## src/rtl/dac_bank_pkg.sv

```systemverilog
package dac_bank_pkg;
  localparam int OP_W   = 4;
  localparam int PD_FLD = 2;

  typedef enum logic [OP_W-1:0] {
    OP_NOP    = 4'h0,
    OP_WR_IN  = 4'h1,
    OP_UPD    = 4'h2,
    OP_WR_UPD = 4'h3,
    OP_PWR    = 4'h4,
    OP_RDSEL  = 4'h9
  } op_e;
endpackage

```

## src/rtl/dac_cmd_decode.sv

```systemverilog
module dac_cmd_decode
  import dac_bank_pkg::*;
#(
  parameter int NCH = 4
) (
  input  logic                    acc,
  input  logic [OP_W-1:0]         op,
  input  logic [NCH-1:0]          sel,
  input  logic [PD_FLD*NCH-1:0]   pd_field,
  input  logic                    xfer_low,
  output logic [NCH-1:0]          wr_in,
  output logic [NCH-1:0]          ld_data,
  output logic [NCH-1:0]          ld_in,
  output logic                    pd_we,
  output logic [NCH-1:0]          pd_new,
  output logic                    rd_req
);
  logic is_wr, is_wrupd, is_upd;

  always_comb begin
    is_wr    = acc && (op == OP_WR_IN);
    is_wrupd = acc && (op == OP_WR_UPD);
    is_upd   = acc && (op == OP_UPD);
    pd_we    = acc && (op == OP_PWR);
    rd_req   = acc && (op == OP_RDSEL);
  end

  for (genvar i = 0; i < NCH; i++) begin : g_ch
    assign wr_in[i]   = sel[i] && (is_wr || is_wrupd);
    assign ld_data[i] = sel[i] && (is_wrupd || (is_wr && xfer_low));
    assign ld_in[i]   = sel[i] && is_upd;
    assign pd_new[i]  = |pd_field[PD_FLD*i +: PD_FLD];
  end
endmodule

```

## src/rtl/dac_chan_slice.sv

```systemverilog
module dac_chan_slice #(
  parameter int CW = 16
) (
  input  logic          clk,
  input  logic          rst_n,
  input  logic [CW-1:0] dflt,
  input  logic          clr_ld,
  input  logic          wr_in,
  input  logic          ld_data,
  input  logic          ld_in,
  input  logic          xfer_edge,
  input  logic [CW-1:0] data,
  input  logic          pd_we,
  input  logic          pd_new,
  output logic [CW-1:0] stage_q,
  output logic [CW-1:0] act_q,
  output logic          pd_q
);
  logic pend_q;

  always_ff @(posedge clk) begin
    if (!rst_n || clr_ld) begin
      stage_q <= dflt;
      act_q   <= dflt;
      pend_q  <= 1'b0;
      pd_q    <= 1'b0;
    end else begin
      if (wr_in) stage_q <= data;

      if (ld_data)                 act_q <= data;
      else if (ld_in)              act_q <= stage_q;
      else if (xfer_edge && pend_q) act_q <= stage_q;

      if (ld_data || ld_in) pend_q <= 1'b0;
      else if (wr_in)       pend_q <= 1'b1;
      else if (xfer_edge)   pend_q <= 1'b0;

      if (pd_we) pd_q <= pd_new;
    end
  end
endmodule

```

## src/rtl/dac_readback.sv

```systemverilog
module dac_readback #(
  parameter int NCH = 4,
  parameter int CW  = 16
) (
  input  logic              clk,
  input  logic              rst_n,
  input  logic              rd_req,
  input  logic [NCH-1:0]    sel,
  input  logic [NCH*CW-1:0] stage_all,
  output logic              rd_valid,
  input  logic              rd_ready,
  output logic [CW-1:0]     rd_data
);
  logic [CW-1:0] pick;

  always_comb begin
    pick = '0;
    for (int i = NCH - 1; i >= 0; i--) begin
      if (sel[i]) pick = stage_all[i*CW +: CW];
    end
  end

  always_ff @(posedge clk) begin
    if (!rst_n) begin
      rd_valid <= 1'b0;
      rd_data  <= '0;
    end else if (rd_req) begin
      rd_valid <= 1'b1;
      rd_data  <= pick;
    end else if (rd_ready) begin
      rd_valid <= 1'b0;
    end
  end
endmodule

```

## src/rtl/dac_code_bank.sv

```systemverilog
module dac_code_bank
  import dac_bank_pkg::*;
#(
  parameter int NCH = 4,
  parameter int CW  = 16
) (
  input  logic              clk,
  input  logic              rst_n,
  input  logic              mid_sel,
  input  logic              clr_n,
  input  logic              xfer_n,
  input  logic              cmd_valid,
  output logic              cmd_ready,
  input  logic [OP_W-1:0]   cmd_op,
  input  logic [NCH-1:0]    cmd_sel,
  input  logic [CW-1:0]     cmd_data,
  output logic              rd_valid,
  input  logic              rd_ready,
  output logic [CW-1:0]     rd_data,
  output logic [NCH*CW-1:0] code_out,
  output logic [NCH-1:0]    pd_out
);
  localparam int PDW = PD_FLD * NCH;

  logic              clr_q, xfer_q;
  logic              clr_fall, xfer_edge, acc;
  logic [CW-1:0]     dflt;
  logic [NCH-1:0]    wr_in, ld_data, ld_in, pd_new;
  logic              pd_we, rd_req;
  logic [NCH*CW-1:0] stage_all;

  always_ff @(posedge clk) begin
    if (!rst_n) begin
      clr_q  <= 1'b1;
      xfer_q <= 1'b1;
    end else begin
      clr_q  <= clr_n;
      xfer_q <= xfer_n;
    end
  end

  always_comb begin
    clr_fall  = clr_q && !clr_n;
    xfer_edge = xfer_q && !xfer_n && clr_n;
    cmd_ready = clr_n && !rd_valid;
    acc       = cmd_valid && cmd_ready;
    dflt      = mid_sel ? CW'(1) << (CW - 1) : '0;
  end

  dac_cmd_decode #(.NCH(NCH)) u_dec (
    .acc      (acc),
    .op       (cmd_op),
    .sel      (cmd_sel),
    .pd_field (cmd_data[PDW-1:0]),
    .xfer_low (!xfer_n),
    .wr_in    (wr_in),
    .ld_data  (ld_data),
    .ld_in    (ld_in),
    .pd_we    (pd_we),
    .pd_new   (pd_new),
    .rd_req   (rd_req)
  );

  for (genvar i = 0; i < NCH; i++) begin : g_slice
    dac_chan_slice #(.CW(CW)) u_slice (
      .clk       (clk),
      .rst_n     (rst_n),
      .dflt      (dflt),
      .clr_ld    (clr_fall),
      .wr_in     (wr_in[i]),
      .ld_data   (ld_data[i]),
      .ld_in     (ld_in[i]),
      .xfer_edge (xfer_edge),
      .data      (cmd_data),
      .pd_we     (pd_we),
      .pd_new    (pd_new[i]),
      .stage_q   (stage_all[i*CW +: CW]),
      .act_q     (code_out[i*CW +: CW]),
      .pd_q      (pd_out[i])
    );
  end

  dac_readback #(.NCH(NCH), .CW(CW)) u_rb (
    .clk       (clk),
    .rst_n     (rst_n),
    .rd_req    (rd_req),
    .sel       (cmd_sel),
    .stage_all (stage_all),
    .rd_valid  (rd_valid),
    .rd_ready  (rd_ready),
    .rd_data   (rd_data)
  );
endmodule

```

## config.mk

```make
export PLATFORM = sky130hd
export DESIGN_NAME = dac_code_bank
export DESIGN_NICKNAME = d
export VERILOG_FILES = /design/src/rtl/dac_bank_pkg.sv /design/src/rtl/dac_cmd_decode.sv /design/src/rtl/dac_chan_slice.sv /design/src/rtl/dac_readback.sv /design/src/rtl/dac_code_bank.sv
export SDC_FILE = /design/constraint.sdc
export NUM_CORES = 1
export LEC_CHECK = 0
export BUFFER_PORTS_ARGS = -buffer_cell sky130_fd_sc_hd__buf_2
export CAP_MARGIN = 40
export CORE_UTILIZATION = 45
export DETAILED_ROUTE_END_ITERATION = 7
export GPL_ROUTABILITY_DRIVEN = 0
export PLACE_DENSITY = 0.66
export SLEW_MARGIN = 20
export SYNTH_ARGS = -nofsm -noshare
export SYNTH_HDL_FRONTEND = slang
export SYNTH_SLANG_ARGS = --single-unit
export TNS_END_PERCENT = 50
```

## constraint.sdc

```tcl
create_clock -name clk -period 5.64 [get_ports clk]
set_input_delay 1.692 -clock clk [delete_from_list [all_inputs] [get_ports clk]]
set_output_delay 1.692 -clock clk [all_outputs]
set_load 0.02 [all_outputs]
```

==> results of run 1 <==
[logic make-up (layout without fill, tap and decap cells)]
group / after synthesis / count (layout) / share of synthesized area
compound gates: 83 / 83 / 0.0942
buf+inv: 86 / 198 / 0.0516
simple gates: 167 / 167 / 0.139
mux: 61 / 61 / 0.0876
flops: 155 / 155 / 0.627
[metrics by stage]
stage | area, µm² | setup slack (ps)
2_1_floorplan | 6990 | 1570
3_3_place_gp | 7670 | 1700
3_5_place_dp | 7780 | 1700
4_1_cts | 8370 | 1770
5_1_grt | 8380 | 1720
6_report | 8380 | 1770
[power breakdown]
group	internal (mW)	switching, mW	leakage, nW
combinational	0.0869	0.203	1.87
sequential	1.32	0.0336	1.61
clock	0.690	0.452	0.284
[layout make-up]
type                       instances  area, µm²  area share
inverter                          33        124      0.0148
tap                              188        235      0.0281
multi-input combinational        311       2280       0.272
timing repair buffer             133        771      0.0920
clock inverter                    13        151      0.0181
clock buffer                      19        433      0.0517
sequential                       155       4380       0.523
[sequential cells by signal, indices dropped and copies added (netlist names)]
signal,cells
clr_q,1
g_slice.u_slice.pd_q,4
g_slice.u_slice.pend_q,4
u_rb.rd_valid,1
xfer_q,1
g_slice.u_slice.act_q,64
u_rb.rd_data,16
g_slice.u_slice.stage_q,64
[layer usage]
metal  vias up  routed length, µm
met5         -                  0
met4         0                373
met3        28               1790
met2       338               8810
met1      2514               7760
li1       2307                  -
[worst reg2reg max path: stages (launching register included)]
cell	delay [ps]
dfxtp_1	380
and3b_1	660
o2111ai_1	270
nand3_1	530
buf_8	240
[cells in the final DEF (no fill, tap or decap), types with 5 or more instances in the layout]
| master | count |
|---|---|
| edfxtp_1 | 128 |
| buf_2 | 116 |
| nand3_1 | 91 |
| mux2i_1 | 60 |
| inv_1 | 33 |
| dfxtp_1 | 27 |
| nand2_1 | 26 |
| a21oi_1 | 22 |
| clkbuf_16 | 17 |
| nand3b_1 | 14 |
| a221oi_1 | 12 |
| o221a_2 | 12 |
| buf_4 | 9 |
| a311oi_1 | 8 |
| and3b_1 | 7 |
| nor2_1 | 6 |
| clkinv_2 | 5 |
[final timing paths]
| kind | from | to | slack (ps) | cells after the start |
|---|---|---|---|---|
| min reg2reg | g_slice[0].u_slice.pd_q | g_slice[0].u_slice.pd_q | 520 | 2 |
| max reg2reg | u_rb.rd_valid | g_slice[2].u_slice.act_q[3] | 3280 | 4 |
| max | clr_n | cmd_ready | 1770 | 4 |
| min | g_slice[0].u_slice.pd_q | g_slice[0].u_slice.pd_q | 520 | 2 |
==> results.json, run 1 <==
{
  "path_class": "in2out",
  "ir_drop_mv": 0.241,
  "num_vias": 5187,
  "nNetsFinal": 682,
  "grt_pass1_vias": 4946,
  "startpoint_type": "primary input",
  "clock-sinks": 155,
  "synth-edff-count": 128,
  "clk_path_buf_depth": 2,
  "synth_warnings": 0,
  "routedWlPerCell_um": 22.0,
  "die_h_um": 127,
  "rsz0062_at_grt": "false",
  "path_clk_slew_ps": 60,
  "top_usage_layer": "met2",
  "yosysMostFrequentCell": "edfxtp_1",
  "synth_common_cells": "128 x edfxtp_1, 91 x nand3_1, 60 x mux2i_1",
  "syn_area_per_cell_um2": 12.7,
  "holdBufCountCts": 0,
  "finalSetupTns_ps": 0,
  "slew_viol_final": 0,
  "setup_viol": 0,
  "fill_cells": 1283,
  "initial_core_util": 0.460,
  "use_met2": 0.375,
  "syn_to_final_growth_pct": 19.9,
  "antenna_found_initial": 0,
  "die_area_mm2": 0.0160,
  "critPathMaxStageDelay_ps": 170,
  "worst-path-buf-inv": 3,
  "io_buffers": 116,
  "cp-end-kind": "output port",
  "final_util": 0.551,
  "drive_gt1_frac": 0.282,
  "syn_area_mm2": 0.00699,
  "path_cells": "buf_2, inv_1, nor2_1, buf_2",
  "grt_overflow": 0,
  "synth_top_cells_by_area": "edfxtp_1 55%, mux2i_1 8.6%, dfxtp_1 7.7%",
  "max_cap_violations": 0,
  "firstDrtPassIters": 6,
  "drcViolationCount": 0,
  "synthArstFlopShare": 0,
  "grt_max_degree": 51,
  "critPathRequiredTime_ps": 3950,
  "cts_setup_buffers": 0,
  "grt_use_total": 0.241,
  "clk_latency_ps": 430,
  "ant_nets": 0,
  "cts.repair.resized": 0,
  "synthCells": 552,
  "grt_first_pass_wirelength_um": 28100,
  "fmax_ghz": 0.259,
  "met1_usage": 0.323,
  "status": "complete, no violations",
  "synth_top_area_cell": "edfxtp_1",
  "n_antenna_cell": 0,
  "finalCritPeriodShare": 0.685,
  "cts.htree.levels": 4,
  "detail_route.vias_per_cell": 6.09,
  "seq_area_frac_synth": 0.627,
  "power.density_mw_per_mm2": 333,
  "fin_crit_ps": 3870,
  "fin_skew_ps": 9.51,
  "worst_slew_pin_slew_ps": 787,
  "hp-class": "reg2reg",
  "ys_seq_elements": 155,
  "total_power_mw": 2.79,
  "met3_usage": 0.0616,
  "cts_buffers": 17,
  "crit_slowest_cell": "buf_2",
  "num_io_pins": 117,
  "drt_wl_total_um": 18700,
  "clk_root_buffer_cell": "clkbuf_16",
  "rows": 45,
  "core_area_mm2": 0.0152,
  "dp.cells": 819,
  "cts_tree": "built",
  "relSlewSlack": 0.472,
  "synthFlopType": "edfxtp_1",
  "p_leak_nw": 3.77,
  "dieWidth_um": 127,
  "hpwl_um": 12400,
  "cp.arrival_ps": 2170,
  "final_hold_viol_count": 0,
  "cp_common_cell": "buf_2",
  "synth_top_area_frac": 0.550,
  "instances_no_fill": 852,
  "yosys.cell_types.count": 37,
  "critPathMaxFanout": 7,
  "drtIter0Drc": 595,
  "hold_ws_ps": 517,
  "path_delay_family": "buffers and inverters",
  "syn-num-nets": 583
}
No activity file was read; power rests on OpenSTA's default activity.
==> inputs of run 2 (changes only) <==
- PLACE_DENSITY: 0.66 -> 0.69
- clock period: 5.64 -> 3.45 ns (I/O delays scaled with it)
==> results.json, run 2 (synthesized netlist as in run 1, its figures left out) <==
{
  "clk_path_buf_depth": 2,
  "drive_gt1_frac": 0.292,
  "slew_viol_final": 0,
  "critPathMaxStageDelay_ps": 170,
  "finalCritPeriodShare": 0.740,
  "drt_wl_total_um": 19100,
  "critPathMaxFanout": 7,
  "final_util": 0.555,
  "cts_tree": "built",
  "power.density_mw_per_mm2": 554,
  "dieWidth_um": 127,
  "max_cap_violations": 0,
  "detail_route.vias_per_cell": 5.97,
  "cts.htree.levels": 4,
  "startpoint_type": "primary input",
  "worst_slew_pin_slew_ps": 718,
  "layout_common_cells": "128 x edfxtp_1, 116 x buf_2, 91 x nand3_1, 60 x mux2i_1, 33 x inv_1",
  "worstReg2RegStart": "u_rb.rd_valid",
  "clk_latency_ps": 430,
  "firstDrtPassIters": 6,
  "setup_viol": 0,
  "cp_common_cell": "buf_2",
  "routedWlPerCell_um": 22.2,
  "cp.arrival_ps": 1520,
  "fin_skew_ps": 7.65,
  "hpwl_um": 12500,
  "syn_to_final_growth_pct": 20.7,
  "n_antenna_cell": 0,
  "ir_drop_mv": 0.394,
  "final_hold_viol_count": 0,
  "grt_first_pass_wirelength_um": 28800,
  "p_leak_nw": 3.80,
  "hp-start": "g_slice[0].u_slice.pd_q",
  "path_cells": "buf_2, inv_1, nor2_1, buf_2",
  "die_h_um": 127,
  "die_area_mm2": 0.0160,
  "clk_root_buffer_cell": "clkbuf_16",
  "fmax_ghz": 0.392,
  "final_common_cell": "edfxtp_1",
  "num_vias": 5126,
  "grt_overflow": 0,
  "grt_use_total": 0.245,
  "critPathRequiredTime_ps": 2410,
  "cts_buffers": 17,
  "rows": 45,
  "rsz0062_at_grt": "false",
  "crit_slowest_cell": "buf_2",
  "grt_max_degree": 54,
  "total_power_mw": 4.67,
  "cp-end-kind": "output port",
  "path_class": "in2out",
  "relSlewSlack": 0.521,
  "fin_crit_ps": 2550,
  "finalSetupTns_ps": 0,
  "ant_nets": 0,
  "io_buffers": 116,
  "num_io_pins": 117,
  "path_clk_slew_ps": 60,
  "antenna_found_initial": 0,
  "drcViolationCount": 0,
  "cts.repair.resized": 0,
  "core_area_mm2": 0.0152,
  "cts_setup_buffers": 0,
  "grt_pass1_vias": 5036,
  "nNetsFinal": 689,
  "initial_core_util": 0.460,
  "status": "complete, no violations",
  "startpoint": "clr_n",
  "reg.largest.list": "g_slice.u_slice.act_q (64), g_slice.u_slice.stage_q (64), u_rb.rd_data (16)",
  "holdBufCountCts": 0,
  "drtIter0Drc": 459,
  "clock-sinks": 155,
  "hp-class": "reg2reg"
}
-- run 2: layout make-up --
type	instances	area, µm²
clock buffer	17	425
fill	1260	6770
multi-input combinational	311	2280
sequential	155	4380
tap	188	235
inverter	33	124
timing repair buffer	140	786
clock inverter	15	199
-- run 2: where the power goes --
part | leakage [nW] | switching (mW) | internal [mW]
registers | 1.61 | 0.0521 | 2.16
clock network | 0.293 | 0.763 | 1.21
logic | 1.89 | 0.338 | 0.144
total | 3.80 | 1.15 | 3.52
-- run 2: metrics by stage --
stage / setup slack, ps / hold WS [ps] / area, µm² / cells
detailed placement: 571 / 511 / 7810 / 827
global placement: 653 / 499 / 7810 / 827
CTS: 896 / 518 / 8430 / 859
finish: 897 / 517 / 8430 / 859
global route: 870 / 545 / 8430 / 859
floorplan: 35.4 / 493 / 6990 / 552
-- run 2: final timing paths --
kind	end	slack (ps)	cells past startpoint
worst max-delay path	cmd_ready	900	4
worst min-delay path	g_slice[0].u_slice.pd_q	520	2
worst max register to register	g_slice[3].u_slice.act_q[3]	1300	4
worst min register to register	g_slice[0].u_slice.pd_q	520	2
-- run 2: per-layer routing --
layer  GRT usage  up-vias  part of all wire
met4       0.120        0             0.029
met1       0.310     2516              0.41
met3      0.0654       38             0.081
met2       0.391      244              0.48
met5           0        -                 0
li1            -     2328                 -
-- run 2: worst max-delay path, delay by kind of cell --
kind,cells,cell delay (ps)
and+or+nand+nor,1,80
buffers and inverters,3,400
==> inputs of run 3 (changes only) <==
- clock period: 3.45 -> 2.3 ns (I/O delays scaled with it)
==> results.json, run 3 (synthesized netlist as in run 1, its figures left out) <==
{
  "holdBufCountCts": 0,
  "hold_ws_ps": 518,
  "antenna_found_initial": 0,
  "worst_slew_pin_slew_ps": 550,
  "ir_drop_mv": 0.605,
  "path_clk_slew_ps": 60,
  "setup_ws_ps": 425,
  "max_cap_violations": 0,
  "grt_pass1_vias": 5242,
  "finalSetupTns_ps": 0,
  "clk_root_buffer_cell": "clkbuf_16",
  "pre_cts_ws_ps": 90.3,
  "grt_max_degree": 93,
  "final_hold_viol_count": 0,
  "fin_crit_ps": 1880,
  "cp.arrival_ps": 1190,
  "num_io_pins": 117,
  "clock-sinks": 155,
  "cts_tree": "built",
  "initial_core_util": 0.460,
  "core_area_mm2": 0.0152,
  "total_power_mw": 6.96,
  "cts.repair.resized": 0,
  "layout_common_cells": "128 x edfxtp_1, 116 x buf_2, 91 x nand3_1, 60 x mux2i_1, 37 x buf_4",
  "relSlewSlack": 0.633,
  "reg.largest.list": "g_slice.u_slice.act_q (64), g_slice.u_slice.stage_q (64), u_rb.rd_data (16)",
  "syn_to_final_growth_pct": 23.5,
  "power.density_mw_per_mm2": 806,
  "fin_skew_ps": 10.0,
  "status": "complete, no violations",
  "fill_cells": 1267,
  "hpwl_um": 12900,
  "final_common_cell": "edfxtp_1",
  "cts_buffers": 17,
  "nNetsFinal": 708,
  "drt_wl_total_um": 19000,
  "critPathRequiredTime_ps": 1610,
  "drtIter0Drc": 664,
  "io_buffers": 116,
  "fmax_ghz": 0.533,
  "multiInputGateArea_mm2": 0.00230,
  "detail_route.vias_per_cell": 6.04,
  "path_class": "in2out",
  "rsz0062_at_grt": "false",
  "routedWlPerCell_um": 21.7,
  "die_h_um": 127,
  "clk_latency_ps": 430,
  "drcViolationCount": 0,
  "r2r_setup_slack_ps": 610,
  "cp-end-kind": "output port",
  "cts.htree.levels": 4,
  "p_leak_nw": 3.91,
  "drive_gt1_frac": 0.310,
  "n_antenna_cell": 0,
  "grt_use_total": 0.248,
  "die_area_mm2": 0.0160,
  "startpoint_type": "primary input",
  "cts_setup_buffers": 0,
  "placed_area_mm2": 0.00802,
  "critPathMaxFanout": 7,
  "slew_viol_final": 0,
  "num_vias": 5303,
  "setup_viol": 0,
  "grt_first_pass_wirelength_um": 29400,
  "finalCritPeriodShare": 0.815,
  "firstDrtPassIters": 5,
  "seqCellArea_mm2": 0.00438,
  "dieWidth_um": 127,
  "rows": 45,
  "grt_overflow": 0,
  "hp-class": "reg2reg",
  "ant_nets": 0,
  "clk_path_buf_depth": 2,
  "stdcell_area_mm2": 0.00863
}
run 3: cell count changes in the layout (fill, tap and decap cells not counted), sizes merged:
cell / delta
clkinvlp: -3
inv: +1
bufinv: -1
buf: +19
clkbuf: +3
run 3: through the flow:
step / utilization / std cells
4_1_cts: 0.568 / 878
3_3_place_gp: 0.528 / 846
2_1_floorplan: - / 552
3_5_place_dp: 0.528 / 846
6_report: 0.568 / 878
5_1_grt: 0.568 / 878
run 3: cell type report:
| type | instances | share of cell area |
|---|---|---|
| sequential | 155 | 0.508 |
| multi-input combinational | 311 | 0.266 |
| timing repair buffer | 159 | 0.113 |
| clock buffer | 20 | 0.0518 |
| tap | 188 | 0.0273 |
| clock inverter | 12 | 0.0190 |
| inverter | 33 | 0.0144 |
run 3: critical path, stage by stage:
cell and delay, ps:
buf_2 160, inv_1 90, nor2_1 80, buf_2 160
run 3: where the power goes:
| group | total [mW] | switching, mW | internal, mW |
|---|---|---|---|
| clock | 2.88 | 1.14 | 1.75 |
| combinational | 0.752 | 0.512 | 0.240 |
| sequential | 3.32 | 0.0770 | 3.25 |
| total | 6.96 | 1.72 | 5.23 |
run 3: layer usage:
layer,part of all wire,up-vias,routed length [µm],global-route usage
li1,-,2367,-,-
met1,0.42,2604,7940,0.331
met2,0.48,291,9220,0.389
met3,0.069,41,1310,0.0460
met4,0.029,0,546,0.123
met5,0,-,0,0
run 3: final timing paths:
path                           startpoint                      end  cells past startpoint
setup reg to reg            u_rb.rd_valid          u_rb.rd_data[3]                      4
hold reg to reg   g_slice[2].u_slice.pd_q  g_slice[2].u_slice.pd_q                      2
setup / recovery                    clr_n                cmd_ready                      4
hold / removal    g_slice[2].u_slice.pd_q  g_slice[2].u_slice.pd_q                      2
